--- config.mk ---
export PLATFORM = sky130hd
export DESIGN_NAME = pwm_unit
export DESIGN_NICKNAME = d
export VERILOG_FILES = /design/src/rtl/pwm_pkg.sv /design/src/rtl/pwm_regs.sv /design/src/rtl/pwm_ctrl.sv /design/src/rtl/pwm_datapath.sv /design/src/rtl/pwm_unit.sv
export SDC_FILE = /design/constraint.sdc
export NUM_CORES = 1
export LEC_CHECK = 0
export CORE_MARGIN = 8
export CORE_UTILIZATION = 25
export CTS_BUF_LIST = sky130_fd_sc_hd__clkbuf_4 sky130_fd_sc_hd__clkbuf_8
export DETAILED_ROUTE_END_ITERATION = 6
export DONT_BUFFER_PORTS = 1
export HOLD_SLACK_MARGIN = 0.08
export PLACE_DENSITY = 0.35
export SYNTH_ARGS = -nofsm -noshare
export SYNTH_HDL_FRONTEND = slang
export SYNTH_SLANG_ARGS = --single-unit
--- constraint.sdc ---
create_clock -name clk -period 4.1 [get_ports clk]
set_input_delay 0.82 -clock clk [delete_from_list [all_inputs] [get_ports clk]]
set_output_delay 0.82 -clock clk [all_outputs]
set_load 0.05 [all_outputs]
--- src/rtl/pwm_pkg.sv ---
package pwm_pkg;

  typedef struct packed {
    logic tick;
    logic wrap;
  } pwmStrobe_t;

  typedef enum logic [1:0] {
    SEL_DIV1  = 2'b00,
    SEL_DIV2  = 2'b01,
    SEL_DIV8A = 2'b10,
    SEL_DIV8B = 2'b11
  } clkSel_e;

  localparam logic [1:0] ADDR_CTRL   = 2'd0;
  localparam logic [1:0] ADDR_PERIOD = 2'd1;
  localparam logic [1:0] ADDR_DUTY   = 2'd2;
  localparam logic [1:0] ADDR_UPPER  = 2'd3;

endpackage

--- src/rtl/pwm_regs.sv ---
module pwm_regs
  import pwm_pkg::*;
#(
  parameter int CNT_W = 10,
  parameter int LOW_W = 8
) (
  input  logic             clk,
  input  logic             rstN,
  input  logic             wrEn,
  input  logic [1:0]       wrAddr,
  input  logic [LOW_W-1:0] wrData,
  output logic             run,
  output logic             polarity,
  output clkSel_e          clkSel,
  output logic [CNT_W-1:0] periodVal,
  output logic [CNT_W-1:0] dutyMaster
);

  localparam int HI_W = CNT_W - LOW_W;

  logic [LOW_W-1:0] periodLow, dutyLow;
  logic [HI_W-1:0]  periodHigh, dutyHigh;
  logic [3:0]       ctrlReg;
  logic             unusedCtrlBits;

  assign unusedCtrlBits = ^wrData[LOW_W-1:4];

  always_ff @(posedge clk or negedge rstN) begin
    if (!rstN) begin
      ctrlReg    <= '0;
      periodLow  <= '0;
      dutyLow    <= '0;
      periodHigh <= '0;
      dutyHigh   <= '0;
    end else if (wrEn) begin
      case (wrAddr)
        ADDR_CTRL:   ctrlReg   <= wrData[3:0];
        ADDR_PERIOD: periodLow <= wrData;
        ADDR_DUTY:   dutyLow   <= wrData;
        default: begin
          periodHigh <= wrData[2*HI_W-1:HI_W];
          dutyHigh   <= wrData[HI_W-1:0];
        end
      endcase
    end
  end

  assign run        = ctrlReg[0];
  assign polarity   = ctrlReg[1];
  assign clkSel     = clkSel_e'(ctrlReg[3:2]);
  assign periodVal  = {periodHigh, periodLow};
  assign dutyMaster = {dutyHigh, dutyLow};

  AST_UPPER_SPLIT: assert property (@(posedge clk) disable iff (!rstN)
    (wrEn && wrAddr == ADDR_UPPER) |=> (periodVal[CNT_W-1:LOW_W] == $past(wrData[2*HI_W-1:HI_W]) &&
                                        dutyMaster[CNT_W-1:LOW_W] == $past(wrData[HI_W-1:0])));

endmodule

--- src/rtl/pwm_ctrl.sv ---
module pwm_ctrl
  import pwm_pkg::*;
#(
  parameter int DIV_MID  = 2,
  parameter int DIV_SLOW = 8
) (
  input  logic       clk,
  input  logic       rstN,
  input  logic       run,
  input  clkSel_e    clkSel,
  input  logic       atEnd,
  output pwmStrobe_t strb
);

  localparam int PRE_W = (DIV_SLOW > 2) ? $clog2(DIV_SLOW) : 1;
  localparam logic [PRE_W-1:0] LIM_MID  = PRE_W'(DIV_MID - 1);
  localparam logic [PRE_W-1:0] LIM_SLOW = PRE_W'(DIV_SLOW - 1);

  logic [PRE_W-1:0] preCnt, divLimit;
  logic             preDone;

  always_comb begin
    case (clkSel)
      SEL_DIV1: divLimit = '0;
      SEL_DIV2: divLimit = LIM_MID;
      default:  divLimit = LIM_SLOW;
    endcase
  end

  assign preDone = (preCnt >= divLimit);

  always_ff @(posedge clk or negedge rstN) begin
    if (!rstN)        preCnt <= '0;
    else if (!run)    preCnt <= '0;
    else if (preDone) preCnt <= '0;
    else              preCnt <= preCnt + 1'b1;
  end

  assign strb.tick = run && preDone;
  assign strb.wrap = strb.tick && atEnd;

  AST_NO_TICK_STOPPED: assert property (@(posedge clk) disable iff (!rstN)
    !run |-> !strb.tick);

  AST_DIV2_GAP: assert property (@(posedge clk) disable iff (!rstN)
    (strb.tick && clkSel == SEL_DIV2) |=> (!strb.tick || clkSel != SEL_DIV2 || !run));

endmodule

--- src/rtl/pwm_datapath.sv ---
module pwm_datapath
  import pwm_pkg::*;
#(
  parameter int CNT_W = 10
) (
  input  logic             clk,
  input  logic             rstN,
  input  pwmStrobe_t       strb,
  input  logic [CNT_W-1:0] periodVal,
  input  logic [CNT_W-1:0] dutyMaster,
  input  logic             polarity,
  output logic             atEnd,
  output logic             pwmOut
);

  logic [CNT_W-1:0] cnt, dutySlave;
  logic             active, dutyZero, dutyFull;

  assign atEnd = (cnt >= periodVal);

  always_ff @(posedge clk or negedge rstN) begin
    if (!rstN)          cnt <= '0;
    else if (strb.tick) cnt <= atEnd ? '0 : cnt + 1'b1;
  end

  always_ff @(posedge clk or negedge rstN) begin
    if (!rstN)          dutySlave <= '0;
    else if (strb.wrap) dutySlave <= dutyMaster;
  end

  assign dutyZero = (dutySlave == '0);
  assign dutyFull = (dutySlave >= periodVal);
  assign active   = !dutyZero && (dutyFull || cnt < dutySlave);
  assign pwmOut   = polarity ? active : !active;

  AST_WRAP_CLEARS: assert property (@(posedge clk) disable iff (!rstN)
    (strb.tick && atEnd) |=> (cnt == '0));

  AST_COUNT_STEP: assert property (@(posedge clk) disable iff (!rstN)
    (strb.tick && !atEnd) |=> (cnt == $past(cnt) + 1'b1));

  AST_HOLD_IDLE: assert property (@(posedge clk) disable iff (!rstN)
    !strb.tick |=> $stable(cnt));

  AST_DUTY_HOLD: assert property (@(posedge clk) disable iff (!rstN)
    !strb.wrap |=> $stable(dutySlave));

  AST_DUTY_LOAD: assert property (@(posedge clk) disable iff (!rstN)
    strb.wrap |=> (dutySlave == $past(dutyMaster)));

  AST_ZERO_INACTIVE: assert property (@(posedge clk) disable iff (!rstN)
    (dutySlave == '0) |-> (pwmOut == !polarity));

  AST_FULL_ACTIVE: assert property (@(posedge clk) disable iff (!rstN)
    (dutySlave != '0 && dutySlave == periodVal) |-> (pwmOut == polarity));

endmodule

--- src/rtl/pwm_unit.sv ---
module pwm_unit
  import pwm_pkg::*;
#(
  parameter int CNT_W    = 10,
  parameter int LOW_W    = 8,
  parameter int DIV_MID  = 2,
  parameter int DIV_SLOW = 8
) (
  input  logic             clk,
  input  logic             rstN,
  input  logic             wrEn,
  input  logic [1:0]       wrAddr,
  input  logic [LOW_W-1:0] wrData,
  output logic             pwmOut
);

  logic             run, polarity, atEnd;
  clkSel_e          clkSel;
  logic [CNT_W-1:0] periodVal, dutyMaster;
  pwmStrobe_t       strb;

  pwm_regs #(.CNT_W(CNT_W), .LOW_W(LOW_W)) i_regs (
    .clk(clk), .rstN(rstN), .wrEn(wrEn), .wrAddr(wrAddr), .wrData(wrData),
    .run(run), .polarity(polarity), .clkSel(clkSel),
    .periodVal(periodVal), .dutyMaster(dutyMaster)
  );

  pwm_ctrl #(.DIV_MID(DIV_MID), .DIV_SLOW(DIV_SLOW)) i_ctrl (
    .clk(clk), .rstN(rstN), .run(run), .clkSel(clkSel),
    .atEnd(atEnd), .strb(strb)
  );

  pwm_datapath #(.CNT_W(CNT_W)) i_datapath (
    .clk(clk), .rstN(rstN), .strb(strb), .periodVal(periodVal),
    .dutyMaster(dutyMaster), .polarity(polarity),
    .atEnd(atEnd), .pwmOut(pwmOut)
  );

endmodule

==> metrics.yaml <==
synth_area_per_cell_sq_um: 11.32
drt_iter0_markers: 44
grt_max_degree: 48
worstMarginPinSlew_ns: 0.7656
cts.root.buffer_cell: "sky130_fd_sc_hd__clkbuf_8"
area_growth_pct: 10.37
final-hold-violation-count: 0
drc: 0
total_leakage_power_uw: 0.001370
half_perimeter_wire_length_after_detailed_placement_um: 4736
critical_path_startpoint_category: "flip-flop"
synth_fp_nets: 289
count_of_fill_cells_added_during_filler_insertion: 1160
postSynthRegisterBits: 47
reg2reg_setup_slack_ns: 1.61
grt_pass1_wl_um: 10210
floorplan.die_area_sq_um: 14560
grt_use_met1_pct: 12.59
synth_enable_flop_cells: 0
place.port_buffers: 0
synthesis.yosys.warnings: 0
timing_worst_setup_path_type: "flip-flop to output port"
yosysUniqueCellTypes: 37
total_global_route_track_usage_pct: 9.024
register_area_sq_um: 1176
yosys_most_used_dff: "sky130_fd_sc_hd__dfrtp_1"
die_height_um: 120.7
clkTransAtPathRegs_ns: 0.10
critical_path.reg2reg.endpoint: "i_datapath.cnt[5]$_DFFE_PN0P_"
initial_utilization_pct: 25.49
synth-seq-area-share_pct: 42.94
cp-end-kind: "output port"
wl_per_cell_um: 16.14
netlist_top_cells_count: "47 x sky130_fd_sc_hd__dfrtp_1, 34 x sky130_fd_sc_hd__ha_1, 25 x sky130_fd_sc_hd__inv_1, 24 x sky130_fd_sc_hd__mux2_2"
drt-pass1-iter-count: 4
netlist_area_sq_um: 2739
cts-buffers-inserted: 5
num-nets-final: 294
vias_per_cell: 4.552
synth_top_area_share_pct: 42.94
gr-usage-met3_pct: 2.051
crit_required_ns: 3.28
achievable_clock_frequency_mhz: 304.5
via_count: 1766
postCtsHoldBufs: 0
worst-path-max-fanout: 4
finalWeightedCongestion: 0.7508
total_core_area_sq_um: 10750
placement.setup.worst_slack_ns: 1.187
worstHoldPathType: "input port to asynchronous set/reset pin"
worstReg2RegStart: "i_datapath.cnt[3]$_DFFE_PN0P_"
wl_um: 6261
synthMostInstantiatedCell: "sky130_fd_sc_hd__dfrtp_1"
first_global_vias: 1781
die_x_um: 120.7
post-route-min-period_ns: 3.284
io_pins: 14
run_status: "finished clean"
drv_cap: 0
finalClockSkew_ns: 0.007382
clock-sinks: 47
antenna_found_initial: 0
timing.max_slew.rel_slack_pct: 48.85
multiInputGateArea_sq_um: 1449
setup_repair_after_global_routing_missed_its_margin: "false"
vdd_ir_drop_max_uv: 455.9
post_synth_inst_count: 242
setup_viol_count_final: 0
ctsResizeCount: 0
ys_top_cells_by_area: "sky130_fd_sc_hd__dfrtp_1 43%, sky130_fd_sc_hd__ha_1 16%, sky130_fd_sc_hd__mux2_2 9.9%"
fraction_of_layout_instances_using_a_drive_strength_above_1_pct: 19.35
floorplan.rows: 38
post_route_clock_period_utilization_pct: 80.11
antennaDiodeCount: 0
htree_levels: 2
cts_tree: "done"
grtUsageMet2_pct: 13.48
grt_busiest_layer: "met2"
p_total_uw: 1651
tns_ns: 0
longest_clk_path_bufs: 2
overflow: 0
p_per_area_nw_per_um2: 546.3
slack_of_the_critical_path_ns: 0.8156
report.final.slew_viol_count: 0
reg2reg_depth: 7
post_cts_buffers: 0
yosysTopAreaCell: "sky130_fd_sc_hd__dfrtp_1"
remaining_antenna_violation_count_after_routing: 0
postSynth.asyncResetShare_pct: 100.0
insertion_delay_ns: 0.31
cp.arrival_ns: 2.46
[stage by stage]
| stage | hold slack (ns) | util (%) | std cells | cell area, sq um |
|---|---|---|---|---|
| 2_1_floorplan | 0.4289 | - | 242 | 2739 |
| 3_3_place_gp | 0.4746 | 27.00 | 380 | 2902 |
| 3_5_place_dp | 0.4670 | 27.00 | 380 | 2902 |
| 4_1_cts | 0.1858 | 28.13 | 388 | 3023 |
| 5_1_grt | 0.1795 | 28.13 | 388 | 3023 |
| 6_report | 0.1961 | 28.13 | 388 | 3023 |
[critical path: stages (launching register included)]
cell	delay [ns]
sky130_fd_sc_hd__dfrtp_1	0.40
sky130_fd_sc_hd__inv_1	0.06
sky130_fd_sc_hd__ha_1	0.28
sky130_fd_sc_hd__or3b_2	0.44
sky130_fd_sc_hd__o2111ai_1	0.12
sky130_fd_sc_hd__a211oi_1	0.10
sky130_fd_sc_hd__a311oi_1	0.24
sky130_fd_sc_hd__a41oi_1	0.13
sky130_fd_sc_hd__xnor2_1	0.19
sky130_fd_sc_hd__buf_4	0.22
[power breakdown]
group / internal [uW] / total [uW] / leakage, uW / switching [uW]
clock network: 201 / 379 / 0.0000618 / 178
logic: 286 / 604 / 0.000721 / 318
registers: 563 / 669 / 0.000587 / 105
[worst max-delay path by stage]
stage | from | to | cells after the start
3_3_place_gp | i_datapath.dutySlave[0]$_DFFE_PN0P_ | pwmOut | 9
4_1_cts | i_datapath.dutySlave[0]$_DFFE_PN0P_ | pwmOut | 9
3_5_place_dp | i_datapath.dutySlave[0]$_DFFE_PN0P_ | pwmOut | 9
2_1_floorplan | i_datapath.dutySlave[0]$_DFFE_PN0P_ | pwmOut | 8
6_report | i_datapath.dutySlave[0]$_DFFE_PN0P_ | pwmOut | 9
5_1_grt | i_datapath.dutySlave[0]$_DFFE_PN0P_ | pwmOut | 9
[logic make-up (layout without fill, tap and decap cells)]
logic type	count (synthesis)	count (layout)	share of synthesized area, %
DFF	47	47	42.94
muxes	34	34	15.35
xor gates and xnor gates	2	2	0.6397
buffers and inverters	28	34	4.157
and+or+nand+nor	56	56	10.78
AOI/OAI and AO/OA	41	41	10.60
adders and majority gates	34	34	15.53
[layout make-up]
cell class,count,share of cell area (%)
repair buffers,1,0.2483
flip-flops and latches,47,38.91
clock buffers,6,2.732
inverters,25,3.104
well taps,140,5.795
clock inverters,2,1.283
multi-input cells,167,47.93
[cells in the final DEF, fill, tap and decap left out, types with 2 or more instances in the layout]
| master | synthesis | routed |
|---|---|---|
| sky130_fd_sc_hd__nor2_1 | 12 | 12 |
| sky130_fd_sc_hd__and4_1 | 2 | 2 |
| sky130_fd_sc_hd__ha_1 | 34 | 34 |
| sky130_fd_sc_hd__mux2_4 | 10 | 10 |
| sky130_fd_sc_hd__a21o_1 | 4 | 4 |
| sky130_fd_sc_hd__dfrtp_1 | 47 | 47 |
| sky130_fd_sc_hd__a22o_1 | 6 | 6 |
| sky130_fd_sc_hd__clkbuf_8 | 0 | 6 |
| sky130_fd_sc_hd__nand3b_1 | 2 | 2 |
| sky130_fd_sc_hd__a211oi_1 | 4 | 4 |
| sky130_fd_sc_hd__nor3_1 | 2 | 2 |
| sky130_fd_sc_hd__nand4_1 | 2 | 2 |
| sky130_fd_sc_hd__and3_1 | 2 | 2 |
| sky130_fd_sc_hd__xnor2_1 | 2 | 2 |
| sky130_fd_sc_hd__mux2_2 | 24 | 24 |
| sky130_fd_sc_hd__nor3b_1 | 2 | 2 |
| sky130_fd_sc_hd__a211o_1 | 3 | 3 |
| sky130_fd_sc_hd__inv_1 | 25 | 25 |
| sky130_fd_sc_hd__nand2_1 | 12 | 12 |
| sky130_fd_sc_hd__o2111ai_1 | 2 | 2 |
| sky130_fd_sc_hd__nand3_1 | 6 | 6 |
| sky130_fd_sc_hd__nor2b_1 | 4 | 4 |
| sky130_fd_sc_hd__a21oi_1 | 5 | 5 |
| sky130_fd_sc_hd__o21ai_0 | 12 | 12 |
| sky130_fd_sc_hd__nor4_1 | 5 | 5 |
[layer usage]
layer,vias to the layer above,part of all wire [%]
met5,-,0
met4,0,1.2
met3,5,3.3
met2,19,44
met1,860,51
li1,882,-
[state kept, by name, summed over array words and instances, names as in the netlist]
| register | flops |
|---|---|
| i_datapath.cnt | 10 |
| i_datapath.dutySlave | 10 |
| i_regs.dutyLow | 8 |
| i_regs.periodLow | 8 |
| i_regs.ctrlReg | 4 |
| i_ctrl.preCnt | 3 |
| i_regs.dutyHigh | 2 |
| i_regs.periodHigh | 2 |
Power figures use the tool's default switching activity.
